### config.mk
export PLATFORM = sky130hd
export DESIGN_NAME = adc_seq_top
export DESIGN_NICKNAME = d
export VERILOG_FILES = /design/src/rtl/adc_seq_pkg.sv /design/src/rtl/adc_seq_clkdiv.sv /design/src/rtl/adc_seq_lane.sv /design/src/rtl/adc_seq_result.sv /design/src/rtl/adc_seq_top.sv
export SDC_FILE = /design/constraint.sdc
export NUM_CORES = 1
export LEC_CHECK = 0
export CAP_MARGIN = 20
export CORE_MARGIN = 2
export CORE_UTILIZATION = 60
export CTS_BUF_LIST = sky130_fd_sc_hd__clkbuf_4
export DETAILED_ROUTE_END_ITERATION = 8
export DONT_BUFFER_PORTS = 1
export HOLD_SLACK_MARGIN = 0.02
export PLACE_DENSITY = 0.76
export SYNTH_ARGS = -nofsm -noshare
export SYNTH_HDL_FRONTEND = slang
export SYNTH_SLANG_ARGS = --single-unit
### constraint.sdc
create_clock -name clk -period 6.04 [get_ports clk]
set_input_delay 0.302 -clock clk [delete_from_list [all_inputs] [get_ports clk]]
set_output_delay 0.302 -clock clk [all_outputs]
set_load 0.05 [all_outputs]
### src/rtl/adc_seq_pkg.sv
package adc_seq_pkg;
  localparam int RES_MAX  = 12;
  localparam int RES_LOW  = 8;
  localparam int LANE_CNT = 8;
  localparam int HALF_W   = 5;

  // number of bits resolved for the selected resolution
  function automatic logic [HALF_W-1:0] res_bits(input logic r12);
    return r12 ? HALF_W'(RES_MAX) : HALF_W'(RES_LOW);
  endfunction

  // half-periods before the sample strobe (gain stage occupies one cycle)
  function automatic logic [HALF_W-1:0] samp_half(input logic g);
    return g ? HALF_W'(2) : HALF_W'(0);
  endfunction

  // total halves of one conversion: 2*(1 + RES/2 + G)
  function automatic logic [HALF_W-1:0] conv_halves(input logic r12, input logic g);
    return HALF_W'(2) + res_bits(r12) + samp_half(g);
  endfunction
endpackage

### src/rtl/adc_seq_clkdiv.sv
module adc_seq_clkdiv #(
  parameter int PSC_W = 3
) (
  input  logic             clk,
  input  logic             rst,
  input  logic [PSC_W-1:0] psc,
  output logic             cyc_last,
  output logic             half_last,
  output logic             half_first
);
  localparam int CNT_W = 2 + (1 << PSC_W) - 1;
  localparam int LEN_W = CNT_W + 1;

  logic [CNT_W-1:0] cnt_q;
  logic [LEN_W-1:0] len_full;
  logic [CNT_W-1:0] len_m1;
  logic [CNT_W-1:0] half_m1;

  always_comb begin
    len_full = LEN_W'(4) << psc;
    len_m1   = CNT_W'(len_full - LEN_W'(1));
    half_m1  = CNT_W'((len_full >> 1) - LEN_W'(1));
  end

  always_ff @(posedge clk) begin
    if (rst)                  cnt_q <= '0;
    else if (cnt_q >= len_m1) cnt_q <= '0;
    else                      cnt_q <= cnt_q + CNT_W'(1);
  end

  assign cyc_last   = (cnt_q >= len_m1);
  assign half_last  = cyc_last || (cnt_q == half_m1);
  assign half_first = (cnt_q == '0) || (cnt_q == half_m1 + CNT_W'(1));

  // every half is at least two clocks, ending edge is followed by a start
  p_half_min_len_r1: assert property (@(posedge clk) disable iff (rst)
    half_last |=> (half_first && !half_last));
endmodule

### src/rtl/adc_seq_lane.sv
module adc_seq_lane
  import adc_seq_pkg::*;
#(
  parameter int RES_W = RES_MAX
) (
  input  logic             clk,
  input  logic             rst,
  input  logic             launch_i,
  input  logic             r12_i,
  input  logic             gain_i,
  input  logic             half_adv_i,
  input  logic             half_first_i,
  input  logic [RES_W-1:0] cmp_dec_i,
  output logic             samp_o,
  output logic             gstb_o,
  output logic [RES_W-1:0] bstb_o,
  output logic             done_o,
  output logic             busy_o,
  output logic             fin_o,
  output logic             r12_o,
  output logic [RES_W-1:0] acc_o
);
  logic              busy_q;
  logic [HALF_W-1:0] h_q;
  logic              r12_q;
  logic              g_q;
  logic [RES_W-1:0]  acc_q;

  logic [HALF_W-1:0] last_h;
  logic [HALF_W-1:0] off;
  logic [HALF_W-1:0] top_h;
  logic [HALF_W-1:0] bidx;
  logic              in_bits;
  logic              act_first;

  always_comb begin
    last_h    = conv_halves(r12_q, g_q) - HALF_W'(1);
    off       = samp_half(g_q);
    top_h     = off + res_bits(r12_q);
    in_bits   = (h_q > off) && (h_q <= top_h);
    bidx      = top_h - h_q;
    act_first = busy_q && half_first_i;
  end

  assign samp_o = act_first && (h_q == off);
  assign gstb_o = act_first && g_q && (h_q == '0);
  assign done_o = act_first && (h_q == last_h);
  assign fin_o  = busy_q && (h_q == last_h);
  assign busy_o = busy_q;
  assign r12_o  = r12_q;
  assign acc_o  = acc_q;

  for (genvar i = 0; i < RES_W; i++) begin : g_bit
    assign bstb_o[i] = act_first && in_bits && (bidx == HALF_W'(i));
  end

  always_ff @(posedge clk) begin
    if (rst) begin
      busy_q <= 1'b0;
      h_q    <= '0;
      r12_q  <= 1'b0;
      g_q    <= 1'b0;
      acc_q  <= '0;
    end else if (launch_i) begin
      busy_q <= 1'b1;
      h_q    <= '0;
      r12_q  <= r12_i;
      g_q    <= gain_i;
      acc_q  <= '0;
    end else begin
      if (busy_q && half_adv_i) begin
        if (h_q == last_h) busy_q <= 1'b0;
        else               h_q    <= h_q + HALF_W'(1);
      end
      for (int i = 0; i < RES_W; i++) begin
        if (bstb_o[i]) acc_q[i] <= cmp_dec_i[i];
      end
    end
  end

  // sample and gain strobes only open right after a half boundary
  p_strobe_on_half_r3: assert property (@(posedge clk) disable iff (rst)
    (samp_o || gstb_o) |-> $past(half_adv_i));
endmodule

### src/rtl/adc_seq_result.sv
module adc_seq_result #(
  parameter int RES_W = 12
) (
  input  logic             clk,
  input  logic             rst,
  input  logic             done_i,
  input  logic [RES_W-1:0] acc_i,
  input  logic             r12_i,
  input  logic             clr_i,
  input  logic             rd_i,
  output logic [RES_W-1:0] result_o,
  output logic             flag_o
);
  always_ff @(posedge clk) begin
    if (rst) begin
      result_o <= '0;
      flag_o   <= 1'b0;
    end else begin
      if (done_i) result_o <= acc_i;
      flag_o <= done_i || (flag_o && !(clr_i || rd_i));
    end
  end

  // a finished conversion always leaves the flag set
  p_flag_after_done_r7: assert property (@(posedge clk) disable iff (rst)
    done_i |=> flag_o);
  // a clear with no competing set drops the flag
  p_flag_clear_r8: assert property (@(posedge clk) disable iff (rst)
    (flag_o && (clr_i || rd_i) && !done_i) |=> !flag_o);
  // an 8-bit result carries no upper bits
  p_res8_upper_zero_r6: assert property (@(posedge clk) disable iff (rst)
    (done_i && !r12_i) |=> (result_o[RES_W-1:8] == '0));
endmodule

### src/rtl/adc_seq_top.sv
module adc_seq_top
  import adc_seq_pkg::*;
#(
  parameter int RES_W = RES_MAX,
  parameter int LANES = LANE_CNT,
  parameter int PSC_W = 3
) (
  input  logic             clk,
  input  logic             rst,
  input  logic [PSC_W-1:0] psc,
  input  logic             res12,
  input  logic             gain_en,
  input  logic             start_sw,
  input  logic             start_evt,
  input  logic [RES_W-1:0] cmp_dec,
  input  logic             flag_clr,
  input  logic             res_rd,
  output logic             samp_stb,
  output logic             gain_stb,
  output logic [RES_W-1:0] bit_stb,
  output logic             conv_done,
  output logic [RES_W-1:0] result,
  output logic             irq_flag
);
  localparam int PTR_W = (LANES > 1) ? $clog2(LANES) : 1;

  logic cyc_last, half_last, half_first;
  logic pend_q, launch;
  logic [PTR_W-1:0] ptr_q;

  logic [LANES-1:0] l_launch, l_samp, l_gstb, l_done, l_busy, l_fin, l_r12;
  logic [RES_W-1:0] l_bstb [LANES];
  logic [RES_W-1:0] l_acc  [LANES];

  logic [RES_W-1:0] done_acc;
  logic             done_r12;

  adc_seq_clkdiv #(.PSC_W(PSC_W)) u_div (
    .clk        (clk),
    .rst        (rst),
    .psc        (psc),
    .cyc_last   (cyc_last),
    .half_last  (half_last),
    .half_first (half_first)
  );

  // pending request: must be registered before the boundary edge
  assign launch = cyc_last && pend_q;

  always_ff @(posedge clk) begin
    if (rst) begin
      pend_q <= 1'b0;
      ptr_q  <= '0;
    end else begin
      pend_q <= start_sw || start_evt || (pend_q && !launch);
      if (launch) ptr_q <= (ptr_q == PTR_W'(LANES - 1)) ? '0 : ptr_q + PTR_W'(1);
    end
  end

  for (genvar i = 0; i < LANES; i++) begin : g_lane
    assign l_launch[i] = launch && (ptr_q == PTR_W'(i));
    adc_seq_lane #(.RES_W(RES_W)) u_lane (
      .clk          (clk),
      .rst          (rst),
      .launch_i     (l_launch[i]),
      .r12_i        (res12),
      .gain_i       (gain_en),
      .half_adv_i   (half_last),
      .half_first_i (half_first),
      .cmp_dec_i    (cmp_dec),
      .samp_o       (l_samp[i]),
      .gstb_o       (l_gstb[i]),
      .bstb_o       (l_bstb[i]),
      .done_o       (l_done[i]),
      .busy_o       (l_busy[i]),
      .fin_o        (l_fin[i]),
      .r12_o        (l_r12[i]),
      .acc_o        (l_acc[i])
    );
  end

  always_comb begin
    bit_stb  = '0;
    done_acc = '0;
    done_r12 = 1'b0;
    for (int i = LANES - 1; i >= 0; i--) begin
      bit_stb = bit_stb | l_bstb[i];
      if (l_done[i]) begin
        done_acc = l_acc[i];
        done_r12 = l_r12[i];
      end
    end
  end

  assign samp_stb  = |l_samp;
  assign gain_stb  = |l_gstb;
  assign conv_done = |l_done;

  adc_seq_result #(.RES_W(RES_W)) u_res (
    .clk      (clk),
    .rst      (rst),
    .done_i   (conv_done),
    .acc_i    (done_acc),
    .r12_i    (done_r12),
    .clr_i    (flag_clr),
    .rd_i     (res_rd),
    .result_o (result),
    .flag_o   (irq_flag)
  );

  // a launch never lands on a lane still mid-conversion
  p_lane_free_r9: assert property (@(posedge clk) disable iff (rst)
    launch |-> (!l_busy[ptr_q] || l_fin[ptr_q]));
  // a conversion only starts at a converter-cycle boundary
  p_launch_on_boundary_r2: assert property (@(posedge clk) disable iff (rst)
    launch |=> (half_first && |l_busy));
endmodule

Word-level counts from Yosys, hierarchy flattened. Cells that the tools add are included.

Register bits: 186. Output and inout bits: 28. Logic and storage cells: 622.

$lt $le $gt $ge: 17. Add/subtract/negate cells: 53. Equal/unequal tests: 113. Reductions and logical operators: 241. Multiplexer cells: 49. Bitwise operators: 15. Shift-type cells: 1.

Operator list (number): logical AND 1 bit (171); equality test 5 x 3 -> 1 bit, second input constant (32); equality test 5 x 4 -> 1 bit, second input constant (32); two-way mux 12 bit (8); bitwise OR 12 bit (7); adder 5 bit (16); equality test 5 x 2 -> 1 bit, second input constant (16); equality test 5 bit (16); zero test 5 bit (16); adder 2 x 4 -> 5 bit, first input constant (8); adder 5 x 1 -> 5 bit, second input constant (8); equality test 5 x 1 -> 1 bit, second input constant (8); > comparator 5 bit (8); <= comparator 5 bit (8); subtractor 5 x 1 -> 5 bit, second input constant (8); subtractor 5 bit (8); AND reduction 2 bit (16); nonzero test 2 bit (16); two-way mux 3 bit (9); two-way mux 1 bit (24); OR reduction 8 bit (3); adder 9 x 1 -> 9 bit, second input constant (2); equality test 9 bit (2); OR reduction 2 bit (9); 13 further kinds (38).

Longest topological paths before layout.
Depth in word-level cells: 15. Gate-level depth with buffers: 19. Mapped depth without buffers: 14.

Hierarchy. From an unflattened synthesis, not the netlist that was laid out.

Cells, all modules: 1431. Area, all modules: 11727.5 µm².

By module, submodules not included: adc_seq_lane (area each 1127.3 µm², seq. area each 400.4 µm², instances 8, cells each 134); adc_seq_top (area each 1290.0 µm², seq. area each 80.1 µm², instances 1, cells each 193); adc_seq_clkdiv (area each 940.9 µm², seq. area each 180.2 µm², instances 1, cells each 123); adc_seq_result (area each 478.0 µm², seq. area each 260.2 µm², instances 1, cells each 43).

Worst setup path before layout. Ideal clock, no wire load.

Kind: input to output. Start: in psc[1]. End: out bit_stb[1]. Path buffers: 3. Cell stages on the path: 12. Required time: 5.738 ns. Path slack: 1.776 ns. Data arrival time: 3.962 ns. Path through: nor3_1 inv_1 ha_1 xor2_1 or3_1 a221oi_1 o2111ai_1 o31a_1 buf_4 buf_6 clkbuf_1 o21ai_0.

Cells in the longest elaborated chain, start to end: 15. Elaborated cells on any way between the ends: 36.

Ends and longest elaborated chain: from (decl) (RTL line adc_seq_top.sv:10) `input logic [PSC_W-1:0] psc,`; << shifter 3 x 3 -> 10 bit * (RTL line adc_seq_clkdiv.sv:20) `len_full = LEN_W'(4) << psc;`; subtractor 9 x 1 -> 9 bit * (RTL line adc_seq_clkdiv.sv:22) `half_m1 = CNT_W'((len_full >> 1) - LEN_W'(1));`; adder 9 x 1 -> 9 bit * (RTL line adc_seq_clkdiv.sv:33) `assign half_first = (cnt_q == '0) || (cnt_q == half_m1 + CNT_W'(1));`; equality test 9 bit * (RTL line adc_seq_clkdiv.sv:33); logical OR 1 bit * (RTL line adc_seq_clkdiv.sv:33); logical AND 1 bit (RTL line adc_seq_lane.sv:42) `act_first = busy_q && half_first_i;`; logical AND 1 bit (2 in series) (RTL line adc_seq_lane.sv:54) `assign bstb_o[i] = act_first && in_bits && (bidx == HALF_W'(i));`; bitwise OR 12 bit (6 in series) (RTL line adc_seq_top.sv:87) `bit_stb = bit_stb | l_bstb[i];`; bitwise OR 12 bit * (RTL line adc_seq_top.sv:87); to (decl) (RTL line adc_seq_top.sv:20) `output logic [RES_W-1:0] bit_stb,`.

Mark *: on every way between the ends. The rest lies on a longest branch, timed or not.

Worst setup path after layout.
Start: in psc[1]. End: out bit_stb[7].

Same word-level chain as after synthesis.

==> reports/qor.txt <==
Post-synth EDFFs: 0
hold endpoint: u_div.cnt_q[1]
Yosys reg bits: 186
Synth Instances: 1,438
final WL: 36.0 mm
Synth Net Count: 1,510
synth-to-layout area growth: 4.48%
average routed wire per standard cell: 21.9 um
Worst Hold Class: in2reg
final max-slew violation count: 0
capturing point of the worst reg2reg path: u_res.result_o[5]
TritonRoute pass-1 iters: 6
Post-synth top cells: 243 x nor2_1, 186 x dfxtp_1, 113 x mux2i_1
Setup crit start kind: primary input
CTS H-tree lvls: 4
clk_skew: 0.0201 ns
RSZ-0062 raised after global routing: false
final period utilization: 78.2%
ANT nets after route: 0
post-route minimum period: 4.72 ns
cts repair resizes: 0
Max-slew headroom: 20.2%
Hold Violations, Final: 0
num rows: 50
Post-synth ARST share: 0%
CTS clock-pin slew for the worst setup and hold paths: 0.17 ns
largest area contributor in the netlist: dfxtp_1
# IOs: 51
hpwl dp: 26.0 mm
crit-path max FO: 40
total chip power: 2.11 mW
Sink Count: 186
max_cap viols: 0
PortBufs: 0
Yosys top cell area share: 32.5%
Cell Area, Synth: 11,500 um2
fmax: 212 MHz
share of layout cells above drive strength 1: 6.31%
Via Count: 11,000
top cells by area, synth: dfxtp_1 33%, mux2i_1 9.9%, nor2_1 8.0%
setup_tns: 0 ns
DRC viols: 0
crit path DAT: 4.42 ns
synth warn: 0
status: completed
height of the die: 142 um
worst hold start: rst
starting density of the core: 61.2%
Avg Synthesized Cell Area: 7.97 um2
first-pass GRT wire length: 56.9 mm
Critical Path End Type: output port
Required @ worst endpoint: 5.74 ns
Hold Path Cell Cnt: 2
sequential element share of the synthesized area: 32.5%
CTS tree: yes
core area: 18,700 um2
clk buf depth: 2
Slew @ Worst Pin: 1.19 ns
worst r2r path cells: 10
Fill cells: 1,642
Tot GR Track Use: 36.1%
Yosys cell types: 65
most numerous cell in the Yosys netlist: nor2_1
placer congestion estimate: 1.04
DRT iter0 DRCs: 1,512
Setup Fix Bufs, Post-CTS: 0
R2R Setup Slk: 2.44 ns
pin count of the biggest net entering global routing: 46
cts hold-fix bufs: 22
clk_lat worst skew: 0.61 ns
CP Class: in2out
root buffer cell: clkbuf_4
global route overflow: 0
Post-synth top flop: dfxtp_1
pwr dens: 176 nW/um2
Worst VDD drop: 0.000193 V
R2R Path Start: g_lane[4].u_lane.h_q[1]
Pleak: 4.25 nW
Final nets: 1,469
Final Setup Violations: 0
DR vias/cell: 6.70
CTS Buf Count: 17
Die Wd: 142 um
Die ar.: 20,200 um2
initial antenna violation count: 2
number of global-route vias before repair: 10,200
## state kept, by name (all words and copies together), names as in the netlist
| register | flops |
|---|---|
| g_lane.u_lane.acc_o | 96 |
| g_lane.u_lane.r12_o | 8 |
| g_lane.u_lane.busy_o | 8 |
| ptr_q | 3 |
| g_lane.u_lane.g_q | 8 |
| u_div.cnt_q | 9 |
| u_res.flag_o | 1 |
| pend_q | 1 |
| g_lane.u_lane.h_q | 40 |
| u_res.result_o | 12 |
## report_power, final
group / internal, mW / switching [mW] / total [mW]
combinational: 0.0491 / 0.124 / 0.174
sequential: 1.23 / 0.00431 / 1.23
clock: 0.189 / 0.511 / 0.700
total: 1.47 / 0.639 / 2.11
## how the worst max path moves through the flow
stage                start         end  slack [ns]  depth (start not counted)
global placement    psc[1]  bit_stb[7]        1.49                         12
detailed placement  psc[1]  bit_stb[7]        1.43                         12
global route        psc[1]  bit_stb[7]        1.02                         12
floorplan           psc[1]  bit_stb[1]        1.78                         12
CTS                 psc[1]  bit_stb[7]        1.43                         12
finish              psc[1]  bit_stb[7]        1.32                         12
## critical path, cell delays in order
cell and delay (ns):
nor3_1 0.39, inv_1 0.12, ha_1 0.42, nor4bb_1 0.29, a21oi_1 0.10, or3_1 0.33
o2111ai_1 0.19, o31a_2 0.81, buf_4 0.32, nor2_1 0.08, a2111oi_0 0.50, nand3b_1 0.53
## logic make-up (layout without fill, tap and decap cells)
logic type | count (synthesis) | after routing | synth area share (%)
flip-flops | 186 | 186 | 32.5
multiplexers | 117 | 117 | 10.3
adder cells (fa/ha/maj) | 49 | 49 | 5.35
XOR/XNOR | 48 | 48 | 3.67
AND/OR/NAND/NOR | 652 | 652 | 28.9
AO/OA/AOI/OAI | 249 | 249 | 14.3
other | 0 | 2 | 0
buffers and inverters | 137 | 109 | 5.05
## metal layers
layer / track usage (%) / part of all wire [%] / up-vias / routed length [um]
li1: - / - / 5098 / -
met1: 49.9 / 42 / 5114 / 15100
met2: 53.6 / 42 / 664 / 15100
met3: 9.05 / 11 / 142 / 4060
met4: 15.5 / 4.9 / 2 / 1770
met5: 0 / 0.036 / - / 13
## cell usage in the layout (no fill, tap or decap), drive strengths merged, types with 8 or more instances in the layout
master | netlist | layout
buf | 26 | 18
a221oi | 16 | 16
nand4 | 24 | 24
nor3 | 99 | 99
or3 | 15 | 15
dlygate4sd3 | 0 | 21
a22oi | 14 | 14
xor2 | 8 | 8
mux2i | 113 | 113
nor2 | 244 | 244
inv | 38 | 47
dfxtp | 186 | 186
nor2b | 18 | 18
o31ai | 10 | 10
a2111oi | 11 | 11
nor4 | 23 | 23
nand2 | 69 | 69
a21oi | 66 | 66
and2 | 8 | 8
nand2b | 22 | 22
a211oi | 18 | 18
nor3b | 11 | 11
clkbuf | 73 | 17
o21ai | 50 | 50
or2 | 8 | 8
ha | 49 | 49
xnor2 | 40 | 40
nand3 | 68 | 68
o22ai | 10 | 10
## through the flow
stage / hold slack, ns / utilization [%] / cell area [um2] / setup slack, ns / std cells
2_1_floorplan: 0.423 / - / 11500 / 1.78 / 1438
3_3_place_gp: 0.379 / 61.2 / 11500 / 1.49 / 1590
3_5_place_dp: 0.380 / 61.2 / 11500 / 1.43 / 1590
4_1_cts: 0.0362 / 64.0 / 12000 / 1.43 / 1644
5_1_grt: 0.0546 / 64.0 / 12000 / 1.02 / 1645
6_report: 0.0498 / 64.0 / 12000 / 1.32 / 1646
## final cells by class
type                            count  area (um2)  share of cell area [%]
Antenna cell                        2        5.00                  0.0418
Sequential cell                   186        3720                    31.1
Clock inverter                     15         150                    1.25
Clock buffer                       17         128                    1.07
Multi-Input combinational cell   1115        7170                    59.9
Inverter                           38         143                    1.19
Timing Repair Buffer               39         358                    2.99
Tap cell                          234         293                    2.45
(Power assumes the default switching activity.)
